[src/rtl/strobe_pkg.sv]
package strobe_pkg;
  parameter int unsigned NUM_AREAS = 4;
  parameter int unsigned NUM_LANES = 2;
  localparam int unsigned AREA_W = $clog2(NUM_AREAS);

  typedef enum logic {
    IO_SPLIT   = 1'b0,
    IO_DSTROBE = 1'b1
  } io_mode_e;
endpackage

[src/rtl/strobe_cs_dec.sv]
module strobe_cs_dec
  import strobe_pkg::*;
(
  input  logic              mem_i,
  input  logic [AREA_W-1:0] area_i,
  output logic [NUM_AREAS-1:0] cs_n_o
);
  for (genvar a = 0; a < NUM_AREAS; a++) begin : g_area
    assign cs_n_o[a] = !(mem_i && (area_i == AREA_W'(a)));
  end
endmodule

[src/rtl/strobe_we_dec.sv]
module strobe_we_dec
  import strobe_pkg::*;
(
  input  logic                 mem_wr_i,
  input  logic                 io_dstb_i,
  input  logic                 is_write_i,
  input  logic [NUM_LANES-1:0] lane_mask_i,
  output logic [NUM_LANES-1:0] we_n_o
);
  for (genvar k = 0; k < NUM_LANES; k++) begin : g_lane
    // data-strobe I/O mode: every lane carries R/W#
    always_comb begin
      if (mem_wr_i)       we_n_o[k] = !lane_mask_i[k];
      else if (io_dstb_i) we_n_o[k] = !is_write_i;
      else                we_n_o[k] = 1'b1;
    end
  end
endmodule

[src/rtl/strobe_io_dec.sv]
module strobe_io_dec
  import strobe_pkg::*;
(
  input  logic     io_i,
  input  logic     is_write_i,
  input  io_mode_e mode_i,
  output logic     iord_n_o,
  output logic     iowr_n_o
);
  always_comb begin
    iord_n_o = 1'b1;
    iowr_n_o = 1'b1;
    if (io_i) begin
      if (mode_i == IO_DSTROBE) begin
        iord_n_o = 1'b0;
      end else begin
        iord_n_o = is_write_i;
        iowr_n_o = !is_write_i;
      end
    end
  end
endmodule

[src/rtl/strobe_dec.sv]
module strobe_dec
  import strobe_pkg::*;
(
  input  logic                 clk_i,
  input  logic                 rst_ni,
  input  logic                 valid_i,
  input  logic                 is_io_i,
  input  logic                 is_write_i,
  input  logic [AREA_W-1:0]    area_i,
  input  logic [NUM_LANES-1:0] lane_mask_i,
  input  logic                 io_dstrobe_i,
  input  logic                 drive_en_i,
  output logic [NUM_AREAS-1:0] cs_no,
  output logic [NUM_LANES-1:0] we_no,
  output logic                 oe_no,
  output logic                 iord_no,
  output logic                 iowr_no,
  output logic                 drv_o
);
  logic mem_cyc, io_cyc, io_dstb;
  logic [NUM_AREAS-1:0] cs_d;
  logic [NUM_LANES-1:0] we_d;
  logic oe_d, iord_d, iowr_d;
  io_mode_e mode;

  assign mem_cyc = valid_i && !is_io_i;
  assign io_cyc  = valid_i && is_io_i;
  assign mode    = io_mode_e'(io_dstrobe_i);
  assign io_dstb = io_cyc && (mode == IO_DSTROBE);
  assign oe_d    = !(mem_cyc && !is_write_i);

  strobe_cs_dec u_cs (
    .mem_i  (mem_cyc),
    .area_i (area_i),
    .cs_n_o (cs_d)
  );

  strobe_we_dec u_we (
    .mem_wr_i    (mem_cyc && is_write_i),
    .io_dstb_i   (io_dstb),
    .is_write_i  (is_write_i),
    .lane_mask_i (lane_mask_i),
    .we_n_o      (we_d)
  );

  strobe_io_dec u_io (
    .io_i       (io_cyc),
    .is_write_i (is_write_i),
    .mode_i     (mode),
    .iord_n_o   (iord_d),
    .iowr_n_o   (iowr_d)
  );

  always_ff @(posedge clk_i or negedge rst_ni) begin
    if (!rst_ni) begin
      cs_no   <= '1;
      we_no   <= '1;
      oe_no   <= 1'b1;
      iord_no <= 1'b1;
      iowr_no <= 1'b1;
      drv_o   <= 1'b0;
    end else begin
      cs_no   <= cs_d;
      we_no   <= we_d;
      oe_no   <= oe_d;
      iord_no <= iord_d;
      iowr_no <= iowr_d;
      drv_o   <= drive_en_i;
    end
  end

  AST_CS_ONE_HOT: assert property (@(posedge clk_i) disable iff (!rst_ni)
    $countones(~cs_no) <= 1);
  AST_IO_NO_CS: assert property (@(posedge clk_i) disable iff (!rst_ni)
    (valid_i && is_io_i) |=> (&cs_no));
  AST_OE_WE_EXCL: assert property (@(posedge clk_i) disable iff (!rst_ni)
    !oe_no |-> (&we_no));
  AST_IO_STB_EXCL: assert property (@(posedge clk_i) disable iff (!rst_ni)
    !(!iord_no && !iowr_no));
  AST_IDLE_HIGH: assert property (@(posedge clk_i) disable iff (!rst_ni)
    !valid_i |=> (&cs_no && &we_no && oe_no && iord_no && iowr_no));
  AST_DSTB_NO_IOWR: assert property (@(posedge clk_i) disable iff (!rst_ni)
    (valid_i && is_io_i && io_dstrobe_i) |=> (iowr_no && !iord_no));
  AST_DRV_FOLLOW: assert property (@(posedge clk_i) disable iff (!rst_ni)
    drive_en_i |=> drv_o);
endmodule

[config.mk]
export PLATFORM = sky130hd
export DESIGN_NAME = strobe_dec
export DESIGN_NICKNAME = d
export VERILOG_FILES = /design/src/rtl/strobe_pkg.sv /design/src/rtl/strobe_cs_dec.sv /design/src/rtl/strobe_we_dec.sv /design/src/rtl/strobe_io_dec.sv /design/src/rtl/strobe_dec.sv
export SDC_FILE = /design/constraint.sdc
export NUM_CORES = 1
export LEC_CHECK = 0
export ABC_AREA = 1
export ABC_CLOCK_PERIOD_IN_PS = 800
export CORE_AREA = 2 2 39 41
export CTS_CLUSTER_DIAMETER = 120
export DETAILED_ROUTE_END_ITERATION = 12
export DIE_AREA = 0 0 41 43
export PLACE_DENSITY = 0.65
export SLEW_MARGIN = 20
export SYNTH_ARGS = -nofsm -noshare
export SYNTH_HDL_FRONTEND = slang
export SYNTH_HIERARCHICAL = 1
export SYNTH_SLANG_ARGS = --single-unit
[constraint.sdc]
create_clock -name clk_i -period 0.8 [get_ports clk_i]
set_input_delay 0.24 -clock clk_i [delete_from_list [all_inputs] [get_ports clk_i]]
set_output_delay 0.24 -clock clk_i [all_outputs]
set_load 0.05 [all_outputs]
# Word-level counts from Yosys, hierarchy flattened
# Index checks and enable logic that the tools add are counted.
# classes
n_div,0
n_bitwise,0
add_sub_neg,0
n_shift,0
multipliers,0
n_mux,7
order_cmp,0
reduce_logical,19
n_eq_ne,3
# ops
op,count
$logic_and 1x1->1,9
$logic_not 1->1,9
$mux 1,7
$eq 2x2->1 const B,2
$eq 2x1->1 const B,1
$logic_not 2->1,1
# totals
word_cells,35
ff_bits,10
ramBits,0
mem_bits_ro,0
latchBits,0
output_inout_bits,10
memories,0
input_bits,11

# Logic depth before layout (Yosys ltp)
# logic_depth
word_depth,4
mapped_depth,6
depth_no_buf,6

# By module
# Netlist, hierarchy kept.
# by_module_without_submodules
mod,seq_area_each_um2,area_per_inst_um2,cells_per_inst,instances
strobe_dec,261.5,305.3,21,1
strobe_we_dec,0.0,33.8,9,1
strobe_cs_dec,0.0,30.0,7,1
strobe_io_dec,0.0,16.3,4,1

# Worst setup path before layout
# Ideal clock, no wire load.
# synth_timing
kind,reg2out
from,reg cs_no[0]
to,out cs_no[0]
path_buffers,0
path_slack_ns,-0.096
path_stages_with_launch,1
arrival_time_ns,0.656
required_time_ns,0.560
cell_sequence,dfstp_2
# synth_rtl
item,line,source
start: declaration,strobe_dec.sv:13,"output logic [NUM_AREAS-1:0] cs_no,"
start signal: assignment,strobe_dec.sv:63,cs_no <= cs_d;
# No word-level cell between the ends.

# Final worst setup path
# layout_timing
from,reg we_no[0]
to,out we_no[0]
# layout_rtl
item,line,source
start: declaration,strobe_dec.sv:14,"output logic [NUM_LANES-1:0] we_no,"
start signal: assignment,strobe_dec.sv:64,we_no <= we_d;
# No word-level cell between the ends.

==> summary.md <==
| Metric | Value |
|---|---|
| Status | `complete, but fails checks` |
| Failing checks | `negative setup slack` |
| Synthesis-to-finish area growth | `103%` |
| Antenna-violating nets left | `0` |
| Reg area | `263 sq um` |
| Ordered cell list for the critical path | `buf_12` |
| Worst Setup Path Type | `register to output port` |
| Fin area | `781 sq um` |
| Drt initial violations | `4` |
| Buffers plus inverters on the worst setup path | `1` |
| Placed Cells | `80` |
| Antenna violations before repair | `0` |
| Mapped Cells | `41` |
| Fin cells | `84` |
| Area after DPL | `742 sq um` |
| Hold/Removal Path Class | `input pin to asynchronous set/reset pin` |
| Tcrit/Tclk final | `1.47` |
| Vias | `326` |
| DR pass1 iterations | `4` |
| Die Height | `43 um` |
| Critical Path AT | `930 ps` |
| Die W | `41 um` |
| Relative max-transition margin | `0.876` |
| Max Cap Viol | `0` |
| Global-route wire length before repair | `1.14 mm` |
| Cell Area, Synth | `385 sq um` |
| CP required | `560 ps` |
| Final Hold Fails | `0` |
| Initial core utilization | `0.278` |
| Crit end category | `output port` |
| Multi-input gate area | `90.1 sq um` |
| CTS sink count | `10` |
| Hold bufs inserted after CTS | `0` |
| RSZ-0062 raised after global routing | `true` |
| Max-slew violations | `0` |
| Pre-CTS WS | `-452 ps` |
| Register area share after synthesis | `0.679` |
| FILL cells | `109` |
| Layout cell share with drive strength beyond 1 | `0.441` |
| Clock power share | `0.344` |
| Rows | `14` |
| CTS tree | `yes` |
| Die area | `0.00176 sq mm` |
| Core region area | `0.00138 sq mm` |
| CTS buffer count | `3` |
| Io pins | `21` |
| Psw | `0.000308 W` |
| Slew of the pin with the lowest slew margin | `186 ps` |
| CP Launch Type | `register` |
| CP top delay family | `flip-flops` |
| # Post-CTS Setup Buffers | `0` |
| Commonest non-fill, non-tap cells in the layout | `12 x nand2_1, 11 x buf_12, 10 x inv_1` |
| Yosys warnings | `6` |
| Final core utilization | `0.564` |
| RePlAce Congestion | `0.621` |
| PwrDens | `1620 mW/mm^2` |
| Slowest CP cell | `dfstp_2` |
| Worst path max stage delay | `540 ps` |
| Post-detailed-routing wire length | `733 um` |
| Fin worst setup slack | `-372 ps` |
| Detail Placement HPWL | `600 um` |
| Largest net degree at the start of global routing | `11` |
| Root cell of the clock tree | `clkbuf_4` |
| Pint | `0.000957 W` |
| Htree depth | `1` |
| CTS max path bufs | `2` |
| Sw Ratio | `0.243` |
| Yosys cell types | `7` |
| Gr usage total | `0.107` |
| Syn avg cell area | `9.40 sq um` |
| Routed vias/inst | `3.88` |
| Commonest non-fill, non-tap cell in the layout | `nand2_1` |
| Pleak | `0.381 nW` |
| Port Buffer Count | `20` |
| Worst-path maximum fanout | `1` |
| Drt wl/cell | `8.73 um` |
| Grt ovf | `0` |
| CP Depth | `1` |
| Sequential power share | `0.439` |
| Tmin final | `1170 ps` |
| Vias in the first global route | `285` |
| Nets | `80` |
| WHS | `302 ps` |
| VDD IR max | `0.627 mV` |
| Setup Viol. Count Final | `10` |
| Ant. Diodes | `0` |
| Clock slew at reported path FFs | `60 ps` |
| Max Freq | `853 MHz` |
| Drt drc | `0` |
| Synth Register Bits | `10` |
| Combinational share of power | `0.216` |
| Syn_nets | `52` |
Yosys cell counts, drive strengths merged:
cell type	instances	area, sq um
nand3	4	20.0
nor2	4	17.5
dfrtp	1	25.0
dfstp	9	236
inv	11	41.3
nand2	12	45.0
through the flow:
stage               power (W)  setup TNS, ps
global route          0.00134          -3930
CTS                   0.00128          -3700
floorplan            0.000660           -860
global placement     0.000838          -3800
detailed placement   0.000840          -3980
finish                0.00126          -3600
sequential cells by signal (all words and copies together) (netlist names):
register and cells:
cs_no 4, drv_o 1, iord_no 1, iowr_no 1
oe_no 1, we_no 2
power by group through the flow:
stage	Combinational (W)	Clock, W	Sequential (W)
floorplan	0.0000328	0	0.000627
global placement	0.000274	0	0.000564
detailed placement	0.000277	0	0.000563
CTS	0.000275	0.000447	0.000556
global route	0.000290	0.000495	0.000556
finish	0.000274	0.000435	0.000556
worst paths after layout:
kind	slack, ps	to	from
min in group clk_i	350	iord_no	io_dstrobe_i
max in group asynchronous	310	we_no[0]	rst_ni
worst min-delay path	300	drv_o	rst_ni
worst max-delay path	-370	we_no[0]	we_no[0]
timing repair:
item,CTS,global route
pin swaps,1,1
resized for setup,7,0
hold endpoints to repair,0,0
setup endpoints to repair,18,11
kinds of logic after synthesis:
family / after synthesis / synth area share
AND/OR/NAND/NOR: 20 / 0.214
buffers and inverters: 11 / 0.107
flip-flops: 10 / 0.679
routing by layer:
layer | wire length, um | GRT usage | part of all wire
met4 | 32 | 0.153 | 0.044
met5 | 0 | 0 | 0
met2 | 389 | 0.147 | 0.53
met3 | 46 | 0.0209 | 0.063
met1 | 264 | 0.105 | 0.36
area by class of cell:
cell class,count,share of cell area
multi-input combinational,20,0.115
sequential,10,0.337
timing repair buffer,23,0.423
clock buffer,4,0.0465
inverter,11,0.0529
tap,16,0.0256
Note: power is estimated with default switching activity, not from simulation.
